File: config.mk
export PLATFORM = sky130hd
export DESIGN_NAME = spiq_master
export DESIGN_NICKNAME = d
export VERILOG_FILES = /design/src/rtl/spiq_pkg.sv /design/src/rtl/spiq_regs.sv /design/src/rtl/spiq_clkgen.sv /design/src/rtl/spiq_engine.sv /design/src/rtl/spiq_master.sv
export SDC_FILE = /design/constraint.sdc
export NUM_CORES = 1
export LEC_CHECK = 0
export ABC_AREA = 1
export BUFFER_PORTS_ARGS = -buffer_cell sky130_fd_sc_hd__buf_4
export CELL_PAD_IN_SITES_DETAIL_PLACEMENT = 0
export CELL_PAD_IN_SITES_GLOBAL_PLACEMENT = 1
export CORE_UTILIZATION = 45
export DETAILED_ROUTE_END_ITERATION = 12
export PLACE_DENSITY = 0.83
export SLEW_MARGIN = 15
export SYNTH_ARGS = -nofsm -noshare
export SYNTH_HDL_FRONTEND = slang
export SYNTH_HIERARCHICAL = 1
export SYNTH_SLANG_ARGS = --single-unit
File: constraint.sdc
create_clock -name clk -period 6.8 [get_ports clk]
set_input_delay 1.36 -clock clk [delete_from_list [all_inputs] [get_ports clk]]
set_output_delay 1.36 -clock clk [all_outputs]
set_load 0.02 [all_outputs]
File: src/rtl/spiq_pkg.sv
package spiq_pkg;
    localparam int SLOTS  = 16;
    localparam int PW     = $clog2(SLOTS);
    localparam int DW     = 8;
    localparam int NCS    = 4;
    localparam int AW     = 6;
    localparam int BITS_PER_SLOT = 8;
    localparam int HALVES = 2 * BITS_PER_SLOT;
    localparam int HW     = $clog2(HALVES);

    // region select on address bits [5:4]
    localparam logic [1:0] RG_CTRL = 2'b00;
    localparam logic [1:0] RG_TX   = 2'b01;
    localparam logic [1:0] RG_CMD  = 2'b10;
    localparam logic [1:0] RG_RX   = 2'b11;

    // offsets inside the control region
    localparam logic [3:0] OF_DIV  = 4'h0;
    localparam logic [3:0] OF_CTL  = 4'h1;
    localparam logic [3:0] OF_SPTR = 4'h2;
    localparam logic [3:0] OF_EPTR = 4'h3;
    localparam logic [3:0] OF_GAP  = 4'h4;
    localparam logic [3:0] OF_STAT = 4'h5;

    localparam logic [DW-1:0] CMD_RESET = DW'((1 << NCS) - 1);

    typedef struct packed {
        logic           cont;
        logic [NCS-1:0] sel_n;
    } slot_cmd_t;

    typedef enum logic [2:0] {
        ST_IDLE,
        ST_LOAD,
        ST_SHIFT,
        ST_GAP,
        ST_DESEL
    } eng_state_t;

    function automatic slot_cmd_t decode_cmd(input logic [DW-1:0] w);
        slot_cmd_t c;
        c.cont  = w[DW-1];
        c.sel_n = w[NCS-1:0];
        return c;
    endfunction

    function automatic logic [DW-1:0] eff_div(input logic [DW-1:0] d);
        return (d == '0) ? DW'(1) : d;
    endfunction
endpackage

File: src/rtl/spiq_regs.sv
module spiq_regs
    import spiq_pkg::*;
(
    input  logic          clk,
    input  logic          rst,
    input  logic          wr_en,
    input  logic [AW-1:0] addr,
    input  logic [DW-1:0] wdata,
    output logic [DW-1:0] rdata,
    input  logic [PW-1:0] slot_idx,
    output logic [DW-1:0] slot_tx,
    output logic [DW-1:0] slot_cmd,
    input  logic          rx_we,
    input  logic [DW-1:0] rx_data,
    input  logic          run_end,
    output logic          start,
    output logic          busy,
    output logic          done,
    output logic          hold_sel,
    output logic [DW-1:0] div,
    output logic [DW-1:0] gap,
    output logic [PW-1:0] sptr,
    output logic [PW-1:0] eptr
);
    logic [DW-1:0] tx_mem  [SLOTS];
    logic [DW-1:0] cmd_mem [SLOTS];
    logic [DW-1:0] rx_mem  [SLOTS];

    logic [1:0] region;
    logic [3:0] ofs;
    logic       cfg_wr;

    assign region = addr[AW-1:AW-2];
    assign ofs    = addr[3:0];
    assign cfg_wr = wr_en && !busy;
    assign start  = cfg_wr && region == RG_CTRL && ofs == OF_CTL && wdata[0];

    assign slot_tx  = tx_mem[slot_idx];
    assign slot_cmd = cmd_mem[slot_idx];

    always_ff @(posedge clk) begin
        if (rst) begin
            for (int i = 0; i < SLOTS; i++) begin
                tx_mem[i]  <= '0;
                cmd_mem[i] <= CMD_RESET;
                rx_mem[i]  <= '0;
            end
            div      <= '0;
            gap      <= '0;
            sptr     <= '0;
            eptr     <= '0;
            hold_sel <= 1'b0;
            busy     <= 1'b0;
            done     <= 1'b0;
        end else begin
            if (cfg_wr) begin
                case (region)
                    RG_TX:  tx_mem[ofs[PW-1:0]]  <= wdata;
                    RG_CMD: cmd_mem[ofs[PW-1:0]] <= wdata;
                    RG_CTRL: begin
                        case (ofs)
                            OF_DIV:  div      <= wdata;
                            OF_GAP:  gap      <= wdata;
                            OF_SPTR: sptr     <= wdata[PW-1:0];
                            OF_EPTR: eptr     <= wdata[PW-1:0];
                            OF_CTL:  hold_sel <= wdata[1];
                            default: ;
                        endcase
                    end
                    default: ;
                endcase
            end
            if (start)
                busy <= 1'b1;
            else if (run_end)
                busy <= 1'b0;
            if (run_end)
                done <= 1'b1;
            else if (wr_en && region == RG_CTRL && ofs == OF_STAT && !wdata[0])
                done <= 1'b0;
            if (rx_we)
                rx_mem[slot_idx] <= rx_data;
        end
    end

    always_comb begin
        rdata = '0;
        case (region)
            RG_TX:  rdata = tx_mem[ofs[PW-1:0]];
            RG_CMD: rdata = cmd_mem[ofs[PW-1:0]];
            RG_RX:  rdata = rx_mem[ofs[PW-1:0]];
            default: begin
                case (ofs)
                    OF_DIV:  rdata = div;
                    OF_GAP:  rdata = gap;
                    OF_SPTR: rdata = DW'(sptr);
                    OF_EPTR: rdata = DW'(eptr);
                    OF_CTL:  rdata = {{(DW-2){1'b0}}, hold_sel, busy};
                    OF_STAT: rdata = {{(DW-1){1'b0}}, done};
                    default: rdata = '0;
                endcase
            end
        endcase
    end
endmodule

File: src/rtl/spiq_clkgen.sv
module spiq_clkgen
    import spiq_pkg::*;
(
    input  logic          clk,
    input  logic          rst,
    input  logic          clr,
    input  logic [DW-1:0] div,
    output logic          tick
);
    logic [DW-1:0] cnt;
    logic [DW-1:0] lim;

    assign lim  = eff_div(div) - DW'(1);
    assign tick = !clr && (cnt == lim);

    always_ff @(posedge clk) begin
        if (rst || clr)
            cnt <= '0;
        else if (tick)
            cnt <= '0;
        else
            cnt <= cnt + DW'(1);
    end
endmodule

File: src/rtl/spiq_engine.sv
module spiq_engine
    import spiq_pkg::*;
(
    input  logic           clk,
    input  logic           rst,
    input  logic           start,
    input  logic [PW-1:0]  sptr,
    input  logic [PW-1:0]  eptr,
    input  logic [DW-1:0]  gap,
    input  logic           hold_sel,
    input  logic           tick,
    input  logic [DW-1:0]  slot_tx,
    input  logic [DW-1:0]  slot_cmd,
    input  logic           miso,
    output logic [PW-1:0]  slot_idx,
    output logic           tick_clr,
    output logic           rx_we,
    output logic [DW-1:0]  rx_data,
    output logic           run_end,
    output logic           sck,
    output logic           mosi,
    output logic [NCS-1:0] cs_n
);
    eng_state_t    state;
    logic [DW-1:0] shreg;
    logic [HW-1:0] half;
    logic [DW-1:0] dcnt;
    slot_cmd_t     cmd;
    logic          slot_last;

    assign cmd       = decode_cmd(slot_cmd);
    assign slot_last = (slot_idx == eptr);
    assign tick_clr  = (state == ST_IDLE) || (state == ST_GAP);
    assign rx_we     = (state == ST_GAP) && (dcnt == gap);
    assign rx_data   = shreg;
    assign run_end   = rx_we && slot_last;

    always_ff @(posedge clk) begin
        if (rst) begin
            state    <= ST_IDLE;
            slot_idx <= '0;
            shreg    <= '0;
            half     <= '0;
            dcnt     <= '0;
            sck      <= 1'b1;
            mosi     <= 1'b0;
            cs_n     <= '1;
        end else begin
            case (state)
                ST_IDLE: begin
                    if (start) begin
                        slot_idx <= sptr;
                        state    <= ST_LOAD;
                    end
                end
                ST_LOAD: begin
                    cs_n  <= cmd.sel_n;
                    shreg <= slot_tx;
                    half  <= '0;
                    if (tick)
                        state <= ST_SHIFT;
                end
                ST_SHIFT: begin
                    if (tick) begin
                        if (!half[0]) begin
                            sck  <= 1'b0;
                            mosi <= shreg[DW-1];
                        end else begin
                            sck   <= 1'b1;
                            shreg <= {shreg[DW-2:0], miso};
                        end
                        half <= half + HW'(1);
                        if (half == HW'(HALVES - 1)) begin
                            state <= ST_GAP;
                            dcnt  <= '0;
                        end
                    end
                end
                ST_GAP: begin
                    if (dcnt == gap) begin
                        if (slot_last) begin
                            if (!hold_sel)
                                cs_n <= '1;
                            state <= ST_IDLE;
                        end else begin
                            slot_idx <= slot_idx + PW'(1);
                            if (cmd.cont) begin
                                state <= ST_LOAD;
                            end else begin
                                cs_n  <= '1;
                                state <= ST_DESEL;
                            end
                        end
                    end else begin
                        dcnt <= dcnt + DW'(1);
                    end
                end
                ST_DESEL: begin
                    if (tick)
                        state <= ST_LOAD;
                end
                default: state <= ST_IDLE;
            endcase
        end
    end
endmodule

File: src/rtl/spiq_master.sv
module spiq_master
    import spiq_pkg::*;
(
    input  logic           clk,
    input  logic           rst,
    input  logic           bus_wr,
    input  logic [AW-1:0]  bus_addr,
    input  logic [DW-1:0]  bus_wdata,
    output logic [DW-1:0]  bus_rdata,
    output logic           spi_sck,
    output logic           spi_mosi,
    input  logic           spi_miso,
    output logic [NCS-1:0] spi_cs_n
);
    logic [PW-1:0] slot_idx;
    logic [DW-1:0] slot_tx;
    logic [DW-1:0] slot_cmd;
    logic          rx_we;
    logic [DW-1:0] rx_data;
    logic          run_end;
    logic          start;
    logic          run_busy;
    logic          done_flag;
    logic          hold_sel;
    logic [DW-1:0] div_q;
    logic [DW-1:0] gap_q;
    logic [PW-1:0] sptr;
    logic [PW-1:0] eptr;
    logic          tick;
    logic          tick_clr;

    spiq_regs u_regs (
        .clk      (clk),
        .rst      (rst),
        .wr_en    (bus_wr),
        .addr     (bus_addr),
        .wdata    (bus_wdata),
        .rdata    (bus_rdata),
        .slot_idx (slot_idx),
        .slot_tx  (slot_tx),
        .slot_cmd (slot_cmd),
        .rx_we    (rx_we),
        .rx_data  (rx_data),
        .run_end  (run_end),
        .start    (start),
        .busy     (run_busy),
        .done     (done_flag),
        .hold_sel (hold_sel),
        .div      (div_q),
        .gap      (gap_q),
        .sptr     (sptr),
        .eptr     (eptr)
    );

    spiq_clkgen u_clkgen (
        .clk  (clk),
        .rst  (rst),
        .clr  (tick_clr),
        .div  (div_q),
        .tick (tick)
    );

    spiq_engine u_engine (
        .clk      (clk),
        .rst      (rst),
        .start    (start),
        .sptr     (sptr),
        .eptr     (eptr),
        .gap      (gap_q),
        .hold_sel (hold_sel),
        .tick     (tick),
        .slot_tx  (slot_tx),
        .slot_cmd (slot_cmd),
        .miso     (spi_miso),
        .slot_idx (slot_idx),
        .tick_clr (tick_clr),
        .rx_we    (rx_we),
        .rx_data  (rx_data),
        .run_end  (run_end),
        .sck      (spi_sck),
        .mosi     (spi_mosi),
        .cs_n     (spi_cs_n)
    );
endmodule

* Word level (Yosys, flattened, before mapping) *
Memory sizes are Yosys's and may differ from the RTL's. A register that Yosys moved wholly into a read port is not among the register bits.
Index checks and enable logic that the tools add are counted.

word-level totals
  memories kept = 3
  register bits after elaboration = 68
  output and inout bits = 14
  logic and storage cells = 155
  input bits = 18
  bits in writable memories = 384

memory list
  name            depth  bits a word  read ports  clocked after memory_dff  wr ports  RTL line         text
  u_regs.cmd_mem  16     8            2           1                         16        spiq_regs.sv:26  logic [DW-1:0] cmd_mem [SLOTS];
  u_regs.rx_mem   16     8            1           0                         16        spiq_regs.sv:27  logic [DW-1:0] rx_mem [SLOTS];
  u_regs.tx_mem   16     8            2           1                         16        spiq_regs.sv:25  logic [DW-1:0] tx_mem [SLOTS];

cells by class
  reductions and logical operators = 42
  add/subtract/negate cells = 5
  bitwise operators = 1
  muxes and demuxes = 61
  eq/ne operators = 27

operators by type and width
  cell                                              number
  two-way mux 8 bit                                 9
  two-way mux 4 bit                                 15
  one-hot mux 8 bit (6 select lines)                1
  one-hot mux 8 bit (2 select lines)                2
  two-way mux 3 bit                                 8
  one-hot mux 4 bit (2 select lines)                3
  one-hot mux 8 bit (3 select lines)                1
  OR reduction 8 bit                                3
  two-way mux 1 bit                                 21
  AND reduction 3 bit                               7
  adder 8 x 1 -> 8 bit, second input constant       2
  == test 8 bit                                     2
  one-hot mux 3 bit (5 select lines)                1
  != test 2 bit, second input constant              7
  AND reduction 4 bit                               3
  nonzero test 2 bit                                6
  logical AND 1 bit                                 10
  adder 4 x 1 -> 4 bit, second input constant       2
  == test 4 x 2 -> 1 bit, second input constant     2
  == test 4 x 3 -> 1 bit, second input constant     2
  zero test 8 bit                                   1
  subtractor 8 x 1 -> 8 bit, second input constant  1
  == test 3 x 2 -> 1 bit, second input constant     2
  AND reduction 6 bit                               1
  other kinds (18)                                  24

* Logic depth before layout (Yosys ltp) *
  depth after elaboration = 9
  depth in mapped cells = 22
  depth with buffers taken out = 21

* Modules after synthesis *
The synthesis kept the hierarchy.

by module, submodules not included
  module       cells each  sequential area each (um2)  times used  area each (um2)
  spiq_regs    2535        12071.6                     1           20908.8
  spiq_engine  299         660.6                       1           2006.9
  spiq_clkgen  112         160.2                       1           670.6

* Worst setup path after synthesis *
Ideal clock, no wire load.

  path type = input port to output port
  from = input port bus_addr[0]
  to = output port bus_rdata[0]
  slack = 2.857 ns
  arrival = 2.583 ns
  stages = 11
  buffers on the path = 3
  required time = 5.440 ns
  cell sequence = buf_2 nand2_1 inv_1 buf_2 buf_2 nand2_1 nand3_1 nand2_1 nand2_1 o21ai_0 nand4_1

between the ends
  cells in the longest elaborated chain, start to end = 3
  elaborated cells between the ends (all ways) = 11
  classes of those cells = eq/ne: 5; mux: 2; reduce/logical: 1; memory: 3

ends and longest elaborated chain
  item                                                              RTL line          text
  start, declared                                                   spiq_master.sv:7  input logic [AW-1:0] bus_addr,
  branches (longest 2 deep; another with memory read (16 x 8 bit))  n/a
  one-hot mux 8 bit (3 select lines) (*)                            spiq_regs.sv:88   case (region)
  end, declared                                                     spiq_master.sv:9  output logic [DW-1:0] bus_rdata,

Every way passes the cells marked *.

* Worst setup path in the final report *
  from = input port bus_addr[1]
  to = output port bus_rdata[2]

Same word-level chain as after synthesis.

==> impl_metrics.py <==
metrics = {
    "run_status": {
        "status": "finished, final reports clean",
    },
    "die": {
        "die_y_um": 229,
        "ios": 32,
        "core_um2": 50600,
        "fp.dieArea_um2": 52600,
        "start_util_pct": 46.0,
        "die_w_um": 229,
        "rows": 82,
    },
    "worst_setup_path": {
        "critPathArrivalTime_ns": 3.95,
        "crit_path_cell_trace": "buf_4, inv_2, nor2_4, buf_4, nand2_1, inv_1, nand2_1, nand4_1, nand2_1, nand4_1, buf_4",
        "cp-start-kind": "input port",
        "crit_fanout": 44,
        "cp.required_ns": 5.44,
        "slowest_delay_ns": 0.58,
        "path_class": "in -> out",
        "cpLargestDelayFamily": "buffers and inverters",
        "endpoint_kind": "output port",
        "critical_path_buf_inv_count": 5,
        "cp_slowest_cell": "nor2_4",
    },
    "clock_network": {
        "cts_tree": "yes",
        "path_clk_slew_ns": 0.06,
        "clk_latency_ns": 0.61,
        "cts_root_buf": "clkbuf_16",
        "cts_hold_buf": 0,
        "cts_buffer_depth": 3,
        "cts_resized": 0,
        "cts_max_level": 2,
        "clock_sinks": 452,
        "post_cts_buffers": 0,
        "cts_buffers": 49,
    },
    "timing": {
        "worst_pin_slew_ns": 1.20,
        "min_period_over_period_pct": 78.0,
        "max_freq_ghz": 0.188,
        "max_slew_margin_pct": 19.7,
        "rsz0062_at_grt": "false",
        "slew_violations": 0,
        "fin_ws_ns": 1.49,
        "final-setup-viol-count": 0,
        "fin_setup_tns_ns": 0,
        "skew_ns": 0.0186,
        "hold_viol": 0,
        "min_period_ns": 5.31,
    },
    "pwr": {
        "intPower_uw": 5040,
        "comb_power_share_pct": 19.4,
        "clkPwrFrac_pct": 36.6,
        "switchingPower_uw": 2330,
        "seqPwrFrac_pct": 44.1,
        "p_leak_uw": 0.0107,
        "p_sw_share_pct": 31.7,
        "p_per_area_nw_per_um2": 288,
        "ir_worst_vdd_mv": 0.186,
    },
    "grt": {
        "track_usage_pct": 28.4,
        "grt_pass1_vias": 19224,
        "grt_pass1_wl_um": 114000,
        "antenna_found_initial": 4,
        "grt-ovfl-total": 0,
        "grt_max_degree": 83,
    },
    "synthesis": {
        "yosys_warnings": 6,
        "syn_area_um2": 23300,
        "netlist_instances": 2885,
        "syn_nets": 2908,
        "postSynthAreaPerCell_um2": 8.06,
    },
    "detailed_routing": {
        "viasPerCell": 5.67,
        "ant_nets": 0,
        "vias": 20077,
        "drc": 0,
        "drt-initial-drc-count": 2283,
        "drtPass1Iterations": 5,
        "routedWlPerCell_um": 21.1,
        "drt-total-wl_um": 74800,
    },
    "run": {
        "drv_cap": 0,
    },
    "cells_and_area": {
        "drive_above_1_share_pct": 7.08,
        "syn_to_final_growth_pct": 9.81,
        "final_nets": 2851,
        "utilization_pct": 50.5,
    },
    "placement": {
        "io_buffers": 31,
        "dpl.hpwl_um": 48600,
        "gp_congestion": 0.927,
        "dp_slack_ns": 1.55,
    },
    "min_path": {
        "hp-class": "reg -> reg",
    },
}
[worst reg2reg max path: cells and delay by family (launching register included)]
family,cells,cell delay [ns]
AOI/OAI and AO/OA,3,0.72
buffers and inverters,4,1.40
DFF,1,0.36
and+or+nand+nor,8,0.98
[final cells by class]
type                            instances  area (um^2)
Clock inverter                         26          206
Tap cell                              672          841
Clock buffer                           66         1420
Inverter                              124          480
Multi-Input combinational cell       2144         9240
Fill cell                            4839        25000
Antenna cell                            2         5.00
Timing Repair Buffer                   57          453
Sequential cell                       452        12900
[per-stage QoR]
step	hold WS [ns]	cell area [um^2]	instances	total power (uW)
after floorplan	0.437	23300	2885	4170
after global placement	0.461	23900	3449	4680
after detailed placement	0.467	23900	3449	4690
after CTS	0.481	25500	3541	7370
after global routing	0.501	25500	3542	7610
final	0.476	25500	3543	7370
[worst paths after layout]
check                                    startpoint                            end  slack (ns)  depth (start not counted)
hold / removal           u_clkgen/cnt[0]$_SDFF_PP0_     u_clkgen/cnt[0]$_SDFF_PP0_        0.48                          1
hold reg to reg          u_clkgen/cnt[0]$_SDFF_PP0_     u_clkgen/cnt[0]$_SDFF_PP0_        0.48                          1
setup reg to reg  u_engine/slot_idx[0]$_SDFFE_PP0P_  u_engine/cs_n[1]$_SDFFE_PP1P_        3.24                         15
setup / recovery                        bus_addr[1]                   bus_rdata[2]        1.49                         11
[metal layers]
metal	track usage, %	share of wire, %
met1	37.0	39
met2	46.5	47
met3	4.92	9.8
met4	12.6	4.0
met5	0	0
[placed cells by master, fill, tap and decap left out, drive strengths merged]
master    count
clkinv       25
nand3b        3
nand2      1224
ha            5
o21ai        95
diode         2
nor3          6
nor3b         1
dfxtp        68
and3          2
edfxtp      384
inv         121
a22oi        52
a31oi         9
or2           6
nand4        30
o211ai        7
a211oi        1
o21a          1
bufinv        3
nor4          1
nand3       191
a22o          4
nor2        429
clkbuf       66
clkinvlp      1
buf          57
xnor2        14
a21oi        58
xor2          5
[power by group through the flow]
stage | clock [uW] | combinational [uW] | sequential [uW]
floorplan | 0 | 907 | 3260
global placement | 0 | 1380 | 3300
detailed placement | 0 | 1390 | 3300
CTS | 2730 | 1390 | 3250
global route | 2820 | 1520 | 3260
finish | 2690 | 1430 | 3250
[sequential cells by signal (all words and copies together), names as in the netlist, 3 cells and up]
signal             count
u_regs/cmd_mem       128
u_engine/slot_idx      4
u_engine/state         3
u_regs/sptr            4
u_regs/div             8
u_engine/rx_data       8
u_clkgen/cnt           8
u_regs/rx_mem        128
u_engine/half          4
u_regs/tx_mem        128
u_engine/cs_n          4
u_engine/dcnt          8
u_regs/eptr            4
u_regs/gap             8
(Power assumes the default switching activity.)
